===== src/rtl/fcs_pkg.sv =====
package fcs_pkg;
    localparam int SEL_W = 4;
    localparam logic [SEL_W-1:0] SEL_ADDR   = 4'd8;
    localparam logic [SEL_W-1:0] SEL_START  = 4'd9;
    localparam logic [SEL_W-1:0] SEL_STATUS = 4'd10;

    typedef enum logic [1:0] {
        ST_IDLE = 2'd0,
        ST_SEND = 2'd1,
        ST_WAIT = 2'd2
    } ctl_state_e;
endpackage


===== src/rtl/fcs_regs.sv =====
module fcs_regs
    import fcs_pkg::*;
#(
    parameter int ADDR_W  = 24,
    parameter int WORD_W  = 32,
    parameter int N_WORDS = 8,
    parameter int OFF_W   = 5
) (
    input  logic                            clk,
    input  logic                            rst_n,
    input  logic                            wr_en,
    input  logic [SEL_W-1:0]                sel,
    input  logic [WORD_W-1:0]               wdata,
    output logic [N_WORDS-1:0][WORD_W-1:0]  bufs,
    output logic [ADDR_W-1:0]               addr_q,
    output logic                            align_err,
    output logic                            buf_wr,
    output logic                            addr_wr
);
    localparam int IDX_W = $clog2(N_WORDS);

    typedef struct packed {
        logic [N_WORDS-1:0][WORD_W-1:0] bufs;
        logic [ADDR_W-1:0]              addr;
        logic                           aerr;
    } regs_t;

    regs_t r_d, r_q;

    always_comb begin
        r_d     = r_q;
        buf_wr  = 1'b0;
        addr_wr = 1'b0;
        if (wr_en) begin
            if (sel < SEL_W'(N_WORDS)) begin
                r_d.bufs[sel[IDX_W-1:0]] = wdata;
                buf_wr = 1'b1;
            end else if (sel == SEL_ADDR) begin
                r_d.addr = {wdata[ADDR_W-1:OFF_W], {OFF_W{1'b0}}};
                r_d.aerr = |wdata[OFF_W-1:0];
                addr_wr  = 1'b1;
            end
        end
    end

    always_ff @(posedge clk or negedge rst_n) begin
        if (!rst_n) r_q <= '0;
        else        r_q <= r_d;
    end

    assign bufs      = r_q.bufs;
    assign addr_q    = r_q.addr;
    assign align_err = r_q.aerr;

    AST_UNALIGNED_FLAGGED: assert property (@(posedge clk) disable iff (!rst_n)
        (wr_en && sel == SEL_ADDR && |wdata[OFF_W-1:0]) |=> (align_err && addr_q[OFF_W-1:0] == '0));
endmodule


===== src/rtl/fcs_ctrl.sv =====
module fcs_ctrl
    import fcs_pkg::*;
#(
    parameter int BLK_W = 256
) (
    input  logic             clk,
    input  logic             rst_n,
    input  logic             start_req,
    input  logic             clr_stage,
    input  logic             take,
    input  logic             cph_in_ready,
    input  logic             cph_out_valid,
    input  logic [BLK_W-1:0] cph_out_block,
    output logic             cph_in_valid,
    output logic             busy,
    output logic             done,
    output logic             staged_valid,
    output logic [BLK_W-1:0] result
);
    typedef struct packed {
        ctl_state_e       st;
        logic             done;
        logic             stv;
        logic [BLK_W-1:0] res;
    } ctl_t;

    ctl_t c_d, c_q;

    always_comb begin
        c_d = c_q;
        unique case (c_q.st)
            ST_IDLE: begin
                if (start_req) begin
                    c_d.st   = ST_SEND;
                    c_d.done = 1'b0;
                    c_d.stv  = 1'b0;
                end else if (clr_stage || take) begin
                    c_d.stv  = 1'b0;
                end
            end
            ST_SEND: begin
                if (cph_in_ready) c_d.st = ST_WAIT;
            end
            ST_WAIT: begin
                if (cph_out_valid) begin
                    c_d.res  = cph_out_block;
                    c_d.done = 1'b1;
                    c_d.stv  = 1'b1;
                    c_d.st   = ST_IDLE;
                end
            end
            default: c_d.st = ST_IDLE;
        endcase
    end

    always_ff @(posedge clk or negedge rst_n) begin
        if (!rst_n) c_q <= '0;
        else        c_q <= c_d;
    end

    assign cph_in_valid = (c_q.st == ST_SEND);
    assign busy         = (c_q.st != ST_IDLE);
    assign done         = c_q.done;
    assign staged_valid = c_q.stv;
    assign result       = c_q.res;

    AST_REQ_HELD: assert property (@(posedge clk) disable iff (!rst_n)
        (cph_in_valid && !cph_in_ready) |=> cph_in_valid);
    AST_START_CLEARS_DONE: assert property (@(posedge clk) disable iff (!rst_n)
        (start_req && !busy) |=> (busy && !done && !staged_valid));
    AST_BUSY_START_IGNORED: assert property (@(posedge clk) disable iff (!rst_n)
        (busy && !cph_in_valid && start_req && !cph_out_valid) |=> (busy && !cph_in_valid));
endmodule


===== src/rtl/fcs_wpath.sv =====
module fcs_wpath #(
    parameter int ADDR_W = 24,
    parameter int BLK_W  = 256
) (
    input  logic              clk,
    input  logic              rst_n,
    input  logic              enable,
    input  logic              fw_valid,
    input  logic [ADDR_W-1:0] fw_addr,
    input  logic [BLK_W-1:0]  fw_data,
    input  logic              staged_valid,
    input  logic [ADDR_W-1:0] staged_addr,
    input  logic [BLK_W-1:0]  cipher,
    output logic              take,
    output logic              out_valid,
    output logic [BLK_W-1:0]  out_data,
    output logic              out_enc
);
    typedef struct packed {
        logic             vld;
        logic             enc;
        logic [BLK_W-1:0] data;
    } wp_t;

    wp_t w_d, w_q;

    always_comb begin
        take  = enable && fw_valid && staged_valid && (fw_addr == staged_addr);
        w_d   = w_q;
        w_d.vld = fw_valid;
        w_d.enc = take;
        if (fw_valid) w_d.data = take ? cipher : fw_data;
    end

    always_ff @(posedge clk or negedge rst_n) begin
        if (!rst_n) w_q <= '0;
        else        w_q <= w_d;
    end

    assign out_valid = w_q.vld;
    assign out_enc   = w_q.enc;
    assign out_data  = w_q.data;

    AST_PLAIN_PASS: assert property (@(posedge clk) disable iff (!rst_n)
        (fw_valid && !staged_valid) |=> (out_valid && !out_enc && out_data == $past(fw_data)));
    AST_MISMATCH_PLAIN: assert property (@(posedge clk) disable iff (!rst_n)
        (fw_valid && fw_addr != staged_addr) |=> (!out_enc && out_data == $past(fw_data)));
    AST_DISABLED_PLAIN: assert property (@(posedge clk) disable iff (!rst_n)
        (fw_valid && !enable) |=> !out_enc);
endmodule


===== src/rtl/flash_cipher_stager.sv =====
module flash_cipher_stager
    import fcs_pkg::*;
#(
    parameter int ADDR_W  = 24,
    parameter int WORD_W  = 32,
    parameter int N_WORDS = 8,
    parameter int TWEAK_W = 4,
    localparam int BLK_W  = N_WORDS * WORD_W,
    localparam int OFF_W  = $clog2(BLK_W / 8),
    localparam int KSEL_W = ADDR_W - OFF_W
) (
    input  logic               clk,
    input  logic               rst_n,
    input  logic               sys_encrypt_en,
    input  logic [TWEAK_W-1:0] tweak_cfg,
    input  logic               reg_we,
    input  logic [SEL_W-1:0]   reg_sel,
    input  logic [WORD_W-1:0]  reg_wdata,
    output logic [WORD_W-1:0]  reg_rdata,
    output logic               cph_in_valid,
    input  logic               cph_in_ready,
    output logic [BLK_W-1:0]   cph_in_block,
    output logic [KSEL_W-1:0]  cph_key_sel,
    input  logic               cph_out_valid,
    input  logic [BLK_W-1:0]   cph_out_block,
    input  logic               fw_valid,
    input  logic [ADDR_W-1:0]  fw_addr,
    input  logic [BLK_W-1:0]   fw_data,
    output logic               fw_out_valid,
    output logic [BLK_W-1:0]   fw_out_data,
    output logic               fw_out_enc
);
    localparam int IDX_W = $clog2(N_WORDS);

    logic [N_WORDS-1:0][WORD_W-1:0] bufs;
    logic [ADDR_W-1:0]              addr_q;
    logic                           align_err, buf_wr, addr_wr;
    logic                           busy, done, staged_valid, take;
    logic                           start_req, regs_we;
    logic [BLK_W-1:0]               result;

    assign regs_we   = reg_we && !busy;
    assign start_req = reg_we && (reg_sel == SEL_START) && reg_wdata[0] && sys_encrypt_en;

    fcs_regs #(
        .ADDR_W (ADDR_W),
        .WORD_W (WORD_W),
        .N_WORDS(N_WORDS),
        .OFF_W  (OFF_W)
    ) u_regs (
        .clk      (clk),
        .rst_n    (rst_n),
        .wr_en    (regs_we),
        .sel      (reg_sel),
        .wdata    (reg_wdata),
        .bufs     (bufs),
        .addr_q   (addr_q),
        .align_err(align_err),
        .buf_wr   (buf_wr),
        .addr_wr  (addr_wr)
    );

    fcs_ctrl #(.BLK_W(BLK_W)) u_ctrl (
        .clk          (clk),
        .rst_n        (rst_n),
        .start_req    (start_req),
        .clr_stage    (buf_wr || addr_wr),
        .take         (take),
        .cph_in_ready (cph_in_ready),
        .cph_out_valid(cph_out_valid),
        .cph_out_block(cph_out_block),
        .cph_in_valid (cph_in_valid),
        .busy         (busy),
        .done         (done),
        .staged_valid (staged_valid),
        .result       (result)
    );

    fcs_wpath #(.ADDR_W(ADDR_W), .BLK_W(BLK_W)) u_wpath (
        .clk         (clk),
        .rst_n       (rst_n),
        .enable      (sys_encrypt_en),
        .fw_valid    (fw_valid),
        .fw_addr     (fw_addr),
        .fw_data     (fw_data),
        .staged_valid(staged_valid),
        .staged_addr (addr_q),
        .cipher      (result),
        .take        (take),
        .out_valid   (fw_out_valid),
        .out_data    (fw_out_data),
        .out_enc     (fw_out_enc)
    );

    assign cph_in_block = bufs;
    assign cph_key_sel  = (tweak_cfg == '0) ? '0 : addr_q[ADDR_W-1:OFF_W];

    always_comb begin
        reg_rdata = '0;
        if (reg_sel < SEL_W'(N_WORDS))  reg_rdata = bufs[reg_sel[IDX_W-1:0]];
        else if (reg_sel == SEL_ADDR)   reg_rdata = WORD_W'(addr_q);
        else if (reg_sel == SEL_STATUS) reg_rdata = {{(WORD_W-4){1'b0}}, staged_valid, align_err, busy, done};
    end

    AST_DISABLED_STAYS_IDLE: assert property (@(posedge clk) disable iff (!rst_n)
        (!sys_encrypt_en && !busy) |=> !busy);
    AST_SINGLE_USE: assert property (@(posedge clk) disable iff (!rst_n)
        take |=> !staged_valid);
    AST_CIPHER_SENT: assert property (@(posedge clk) disable iff (!rst_n)
        take |=> (fw_out_enc && fw_out_data == $past(result)));
endmodule


===== config.mk =====
export PLATFORM = sky130hd
export DESIGN_NAME = flash_cipher_stager
export DESIGN_NICKNAME = d
export VERILOG_FILES = /design/src/rtl/fcs_pkg.sv /design/src/rtl/fcs_regs.sv /design/src/rtl/fcs_ctrl.sv /design/src/rtl/fcs_wpath.sv /design/src/rtl/flash_cipher_stager.sv
export SDC_FILE = /design/constraint.sdc
export NUM_CORES = 1
export LEC_CHECK = 0
export BUFFER_PORTS_ARGS = -buffer_cell sky130_fd_sc_hd__buf_2
export CAP_MARGIN = 20
export CORE_AREA = 5 5 442 444
export DETAILED_ROUTE_END_ITERATION = 10
export DIE_AREA = 0 0 447 449
export GPL_ROUTABILITY_DRIVEN = 0
export PLACE_DENSITY = 0.4
export SETUP_SLACK_MARGIN = 0.15
export SYNTH_ARGS = -nofsm -noshare
export SYNTH_HDL_FRONTEND = slang
export SYNTH_HIERARCHICAL = 1
export SYNTH_SLANG_ARGS = --single-unit

===== constraint.sdc =====
create_clock -name clk -period 2.95 [get_ports clk]
set_clock_uncertainty 0.1 [all_clocks]
set_input_delay 0.1475 -clock clk [delete_from_list [all_inputs] [get_ports clk]]
set_output_delay 0.1475 -clock clk [all_outputs]
set_load 0.01 [all_outputs]

# Word-level counts from Yosys, hierarchy flattened
# Index checks and enable logic that the tools add are counted.
# W data, S select, Z words.
[word_totals] elab_cells=75 output_inout_bits=566 n_memories=0 rom_bits=0 input_bits=583 regBits=794 latch_bits=0 ramBits=0
[op_classes] div_mod_pow=0 n_reduce_logical=22 n_shift=0 bitwise_logic=1 muxes=22 order_cmp=3 add_sub_neg=0 multipliers=0 n_eq_ne=10
[ops] cell="$mux W260" n=1
[ops] cell="$bwmux W256" n=1
[ops] cell="$mux W256" n=1
[ops] cell="$bmux W32 S3" n=1
[ops] cell="$demux W32 S3" n=1
[ops] cell="$mux W32" n=3
[ops] cell="$eq A24 B24 Y1" n=1
[ops] cell="$mux W24" n=1
[ops] cell="$mux W19" n=1
[ops] cell="$eq A4 B4 Y1 const B" n=3
[ops] cell="$reduce_and A3 Y1" n=4
[ops] cell="$logic_and A1 B1 Y1" n=8
[ops] cell="$mux W1" n=7
[ops] cell="$pmux W2 S3" n=1
[ops] cell="$reduce_or A5 Y1" n=1
[ops] cell="$logic_not A4 Y1" n=1
[ops] cell="$lt A3 B4 Y1 const B" n=1
[ops] cell="$lt A4 B4 Y1 const B" n=1
[ops] cell="$mux W4" n=1
[ops] cell="$ne A2 B2 Y1 const B" n=2
[ops] cell="$pmux W2 S2" n=1
[ops] cell="$reduce_and A2 Y1" n=2
[ops] cell="$reduce_bool A2 Y1" n=2
[ops] cell="$ge A3 B1 Y1 const B" n=1
[ops] cell="other kinds (10)" n=11

# Depth between registers and ports, before layout
[depth] ltp_word=9 mapped_depth=9 mapped_depth_nobuf=7

# Cells and area by module
# Netlist, hierarchy kept.
[by_module_without_submodules] module="fcs_wpath" area_per_inst_um2=13631.8 seq_area_each_um2=6456.2 cells_each=1491 instances=1
[by_module_without_submodules] module="fcs_ctrl" area_per_inst_um2=11706.2 seq_area_each_um2=6506.2 cells_each=814 instances=1
[by_module_without_submodules] module="fcs_regs" area_per_inst_um2=10314.9 seq_area_each_um2=6906.6 cells_each=605 instances=1
[by_module_without_submodules] module="flash_cipher_stager" area_per_inst_um2=2578.7 seq_area_each_um2=0.0 cells_each=262 instances=1

# Worst setup path after synthesis
# No wires, ideal clock.
[synth_timing] path_kind="register to register" start="register u_ctrl/c_q[259] (netlist name)" end="register u_regs.r_q, in the netlist u_regs/bufs[100]" path_slack_ns=0.662 setup_time_ns=0.128 arrival_ns=2.060 t_required_ns=2.722 path_stages_with_launch=8 n_path_buf=2 synth_period_minus_slack_ns=2.288 cell_sequence="dfrtp_1 or2_2 nor2b_1 nor3b_2 and3_1 clkbuf_1 buf_2 mux2_1"
[synth_via] elab_chain_len=4
[synth_lines] item="start, declared" line_no="fcs_ctrl.sv:27" text="ctl_t c_d, c_q;"
[synth_lines] item="start signal, assigned" line_no="fcs_ctrl.sv:57" text="if (!rst_n) c_q <= '0;"
[synth_lines] item="start signal, assigned" line_no="fcs_ctrl.sv:58" text="else c_q <= c_d;"
[synth_lines] item="$reduce_bool A2 Y1" line_no="fcs_ctrl.sv:62" text="assign busy = (c_q.st != ST_IDLE);"
[synth_lines] item="named net busy" line_no="flash_cipher_stager.sv:38" text="logic busy, done, staged_valid, take;"
[synth_lines] item="$logic_not A1 Y1" line_no="flash_cipher_stager.sv:42" text="assign regs_we = reg_we && !busy;"
[synth_lines] item="$logic_and A1 B1 Y1" line_no="flash_cipher_stager.sv:42"
[synth_lines] item="named net regs_we" line_no="flash_cipher_stager.sv:39" text="logic start_req, regs_we;"
[synth_lines] item="$reduce_and A2 Y1 (no source line)"
[synth_lines] item="end signal, assigned" line_no="fcs_regs.sv:48" text="else r_q <= r_d;"
[synth_lines] item="end, declared" line_no="fcs_regs.sv:28" text="regs_t r_d, r_q;"
# The timed path passes the listed nets, and every way through them passes these cells.
# A chain may end at the register's enable or synchronous reset.

# Final worst setup path
[layout_timing] start="register u_regs.r_q, in the netlist u_regs/addr_q[20]" end="register u_wpath.w_q, in the netlist u_wpath/out_data[31]"
[layout_via] elab_chain_len=3
[layout_lines] item="$eq A24 B24 Y1" line_no="fcs_wpath.sv:28" text="take = enable && fw_valid && staged_valid && (fw_addr == staged_addr);"
[layout_lines] item="$logic_and A1 B1 Y1" line_no="fcs_wpath.sv:28"
[layout_lines] item="$mux W256" line_no="fcs_wpath.sv:32" text="if (fw_valid) w_d.data = take ? cipher : fw_data;"
[layout_lines] item="end signal, assigned" line_no="fcs_wpath.sv:37" text="else w_q <= w_d;"
[layout_lines] item="end, declared" line_no="fcs_wpath.sv:25" text="wp_t w_d, w_q;"
# Every way passes these cells.

==> results.json <==
{
  "endpoint_kind": "flip-flop",
  "cts_made_buffers": 98,
  "min_from": "cph_out_block[182]",
  "vias_per_cell": 4.31,
  "reg2reg_to": "u_wpath/out_data[31]",
  "hold_viol_final": 0,
  "clock_path_buffers": 3,
  "synthAdderAreaFrac_pct": 0,
  "via_count": 31300,
  "clk_pin_slew_worst_paths_ps": 60,
  "timing.rr.start": "u_regs/addr_q[20]",
  "worst_pin_slew_ps": 858,
  "synth_area_per_cell_sq_um": 12.1,
  "reg2reg_slack_ps": 240,
  "fin_crit_sh_pct": 92.0,
  "ys_warn_count": 6,
  "ys_top_cells_by_area": "dfrtp_1, mux2_2, o221ai_1",
  "grt_max_degree": 186,
  "reg2reg_depth": 9,
  "drt-initial-drc-count": 1974,
  "whs_endpoint": "u_ctrl/result[182]",
  "wl_um": 181000,
  "placed_cells": 6476,
  "vdd_drop_max_v": 0.000416,
  "dieArea_sq_um": 201000,
  "grt.overflow.total": 0,
  "power.density_nw_per_um2": 615,
  "fp-row-count": 161,
  "max_cap_violations": 0,
  "first_pass_iters": 7,
  "synthCells": 3172,
  "layout_min_cycle_time_ps": 2710,
  "numClockSinks": 794,
  "path_class": "flip-flop to flip-flop",
  "rsz0062_at_grt": "yes",
  "final_common_cell": "buf_2",
  "holdPathStages": 3,
  "wl_per_cell_um": 24.9,
  "cp.required_ps": 3420,
  "final_cell_count_no_fill": 7263,
  "synthXorXnorAreaFrac_pct": 0.550,
  "yosysTopAreaCell": "dfrtp_1",
  "io_pins": 1149,
  "p_leak_nw": 25.5,
  "finalSetupViolations": 0,
  "syn_to_final_growth_pct": 43.6,
  "synth_top_area_share_pct": 52.0,
  "cts_root_buffer": "clkbuf_16",
  "max_freq_mhz": 369,
  "cts_max_level": 3,
  "drtAntennaViolNets": 0,
  "die-width_um": 447,
  "tritoncts": "yes",
  "layout.nets": 5219,
  "synth_area_sq_um": 38200,
  "hold_path.class": "input pin to flip-flop",
  "yosys.area_share.simple_pct": 4.43,
  "io_buffers": 1148,
  "synth_top_family_by_area": "multiplexers",
  "clkLatencyLatePin_ps": 730,
  "nFillCells": 20100,
  "synthMuxAreaShare_pct": 19.7,
  "ys_types": 45,
  "synth-seq-area-share_pct": 52.0,
  "antenna_found_initial": 34,
  "layout_common_cells": "buf_2, dfrtp_1, dlygate4sd3_1, mux2_2, nand2_1",
  "run_status": "finished, final reports clean",
  "critPathMaxFanout": 26,
  "track_usage_pct": 17.4,
  "grt_pass1_vias": 33500,
  "hpwl_um": 134000,
  "grt_first_pass_wirelength_um": 255000,
  "final.setup.tns_ps": 0,
  "max-slew-margin-rel_pct": 42.8,
  "core_sq_um": 191000,
  "slew_violations": 0,
  "synth-compound-area-share_pct": 12.2,
  "drive_above_1_share_pct": 42.3,
  "ys_ff_latch": 794,
  "die_h_um": 449,
  "crit_arrival_ps": 3180,
  "start_kind": "flip-flop",
  "start_util_pct": 20.0,
  "route.detailed.drc": 0
}
[synth_stat cells (all sizes together)]
cell	number
or3b	1
o211ai	256
clkbuf	132
o22ai	24
mux4	40
nor3b	4
a211oi	4
o221ai	256
nor3	3
nand3	5
and3	1
nor4b	1
buf	388
nand2b	4
conb	1
a21oi	1
nor2b	46
nand4b	2
o32ai	4
o21ai	2
or4b	1
o31ai	20
mux2	576
or2	4
nor2	14
inv	258
xor2	24
mux2i	12
a22o	1
nand2	281
dfrtp	794
nand4	2
nand3b	4
nor4	6
[worst max-delay path by stage]
stage                       from                   end  slack [ps]  depth (start not counted)
4_1_cts        u_regs/addr_q[11]   u_ctrl/staged_valid         160                         10
6_report       u_regs/addr_q[20]  u_wpath/out_data[31]         240                          9
3_3_place_gp   u_regs/addr_q[11]   u_ctrl/staged_valid        -280                          9
2_1_floorplan    u_ctrl/c_q[259]      u_regs/bufs[100]         660                          7
3_5_place_dp   u_regs/addr_q[11]  u_wpath/out_data[99]        -240                          8
5_1_grt        u_regs/addr_q[20]   u_ctrl/staged_valid         150                         10
[logic make-up after synthesis]
group                     after synthesis
AOI/OAI and AO/OA                     568
other                                   1
buffers and inverters                 778
and+or+nand+nor                       379
xor gates and xnor gates               24
muxes                                 628
DFF                                   794
[state kept, by name, summed over array words and instances, names as in the netlist]
name / flops
u_regs/addr_q: 19
u_ctrl/result: 256
u_regs/align_err: 1
u_wpath/out_data: 256
u_wpath/out_enc: 1
u_ctrl/c_q: 2
u_ctrl/done: 1
u_ctrl/staged_valid: 1
u_regs/bufs: 256
u_wpath/out_valid: 1
[final cells by class]
| type | instances | area, sq um | share of cell area [%] |
|---|---|---|---|
| antenna | 22 | 55.1 | 0.100 |
| sequential | 794 | 19900 | 36.2 |
| timing repair buffer | 1880 | 13300 | 24.3 |
| tap | 2526 | 3160 | 5.76 |
| inverter | 258 | 968 | 1.76 |
| clock inverter | 22 | 348 | 0.634 |
| multi-input combinational | 1604 | 14200 | 26.0 |
| clock buffer | 157 | 2910 | 5.31 |
[power by group]
group	internal, W	total (W)	switching [W]
combinational	0.00362	0.00742	0.00380
clock	0.00714	0.0123	0.00515
sequential	0.0127	0.0141	0.00135
[stage by stage]
stage                     hold slack [ps]  area [sq um]  setup slack, ps  utilization (%)  power [W]
after CTS                           0.216         54800              160             28.7     0.0344
after floorplan                      -248         38200              662                -     0.0179
after global placement               84.5         45600             -280             23.8     0.0210
final                                94.2         54900              237             28.7     0.0338
after global routing                 33.0         54900              149             28.7     0.0355
after detailed placement             85.9         45600             -241             23.8     0.0211
[per-layer routing]
| metal | track usage [%] | wire, um |
|---|---|---|
| met5 | 0 | 13 |
| met4 | 6.02 | 6440 |
| met3 | 4.77 | 12600 |
| met1 | 20.7 | 71700 |
| met2 | 30.2 | 90200 |
[timing repair]
action,CTS,global route
gates cloned,1,0
hold endpoints to repair,1422,0
pin swaps,2,0
hold buffers,583,0
buffers inserted,2,0
resized for setup,10,3
endpoints found under the setup margin,259,3
[critical path, cell delays in order, from the launching register on]
cell	delay [ps]
dfrtp_1	410
xor2_1	200
nor4_4	500
buf_4	200
nand4_1	80
buf_4	180
buf_4	160
bufbuf_16	320
o211ai_1	210
o221ai_1	150
Power figures use the tool's default switching activity.
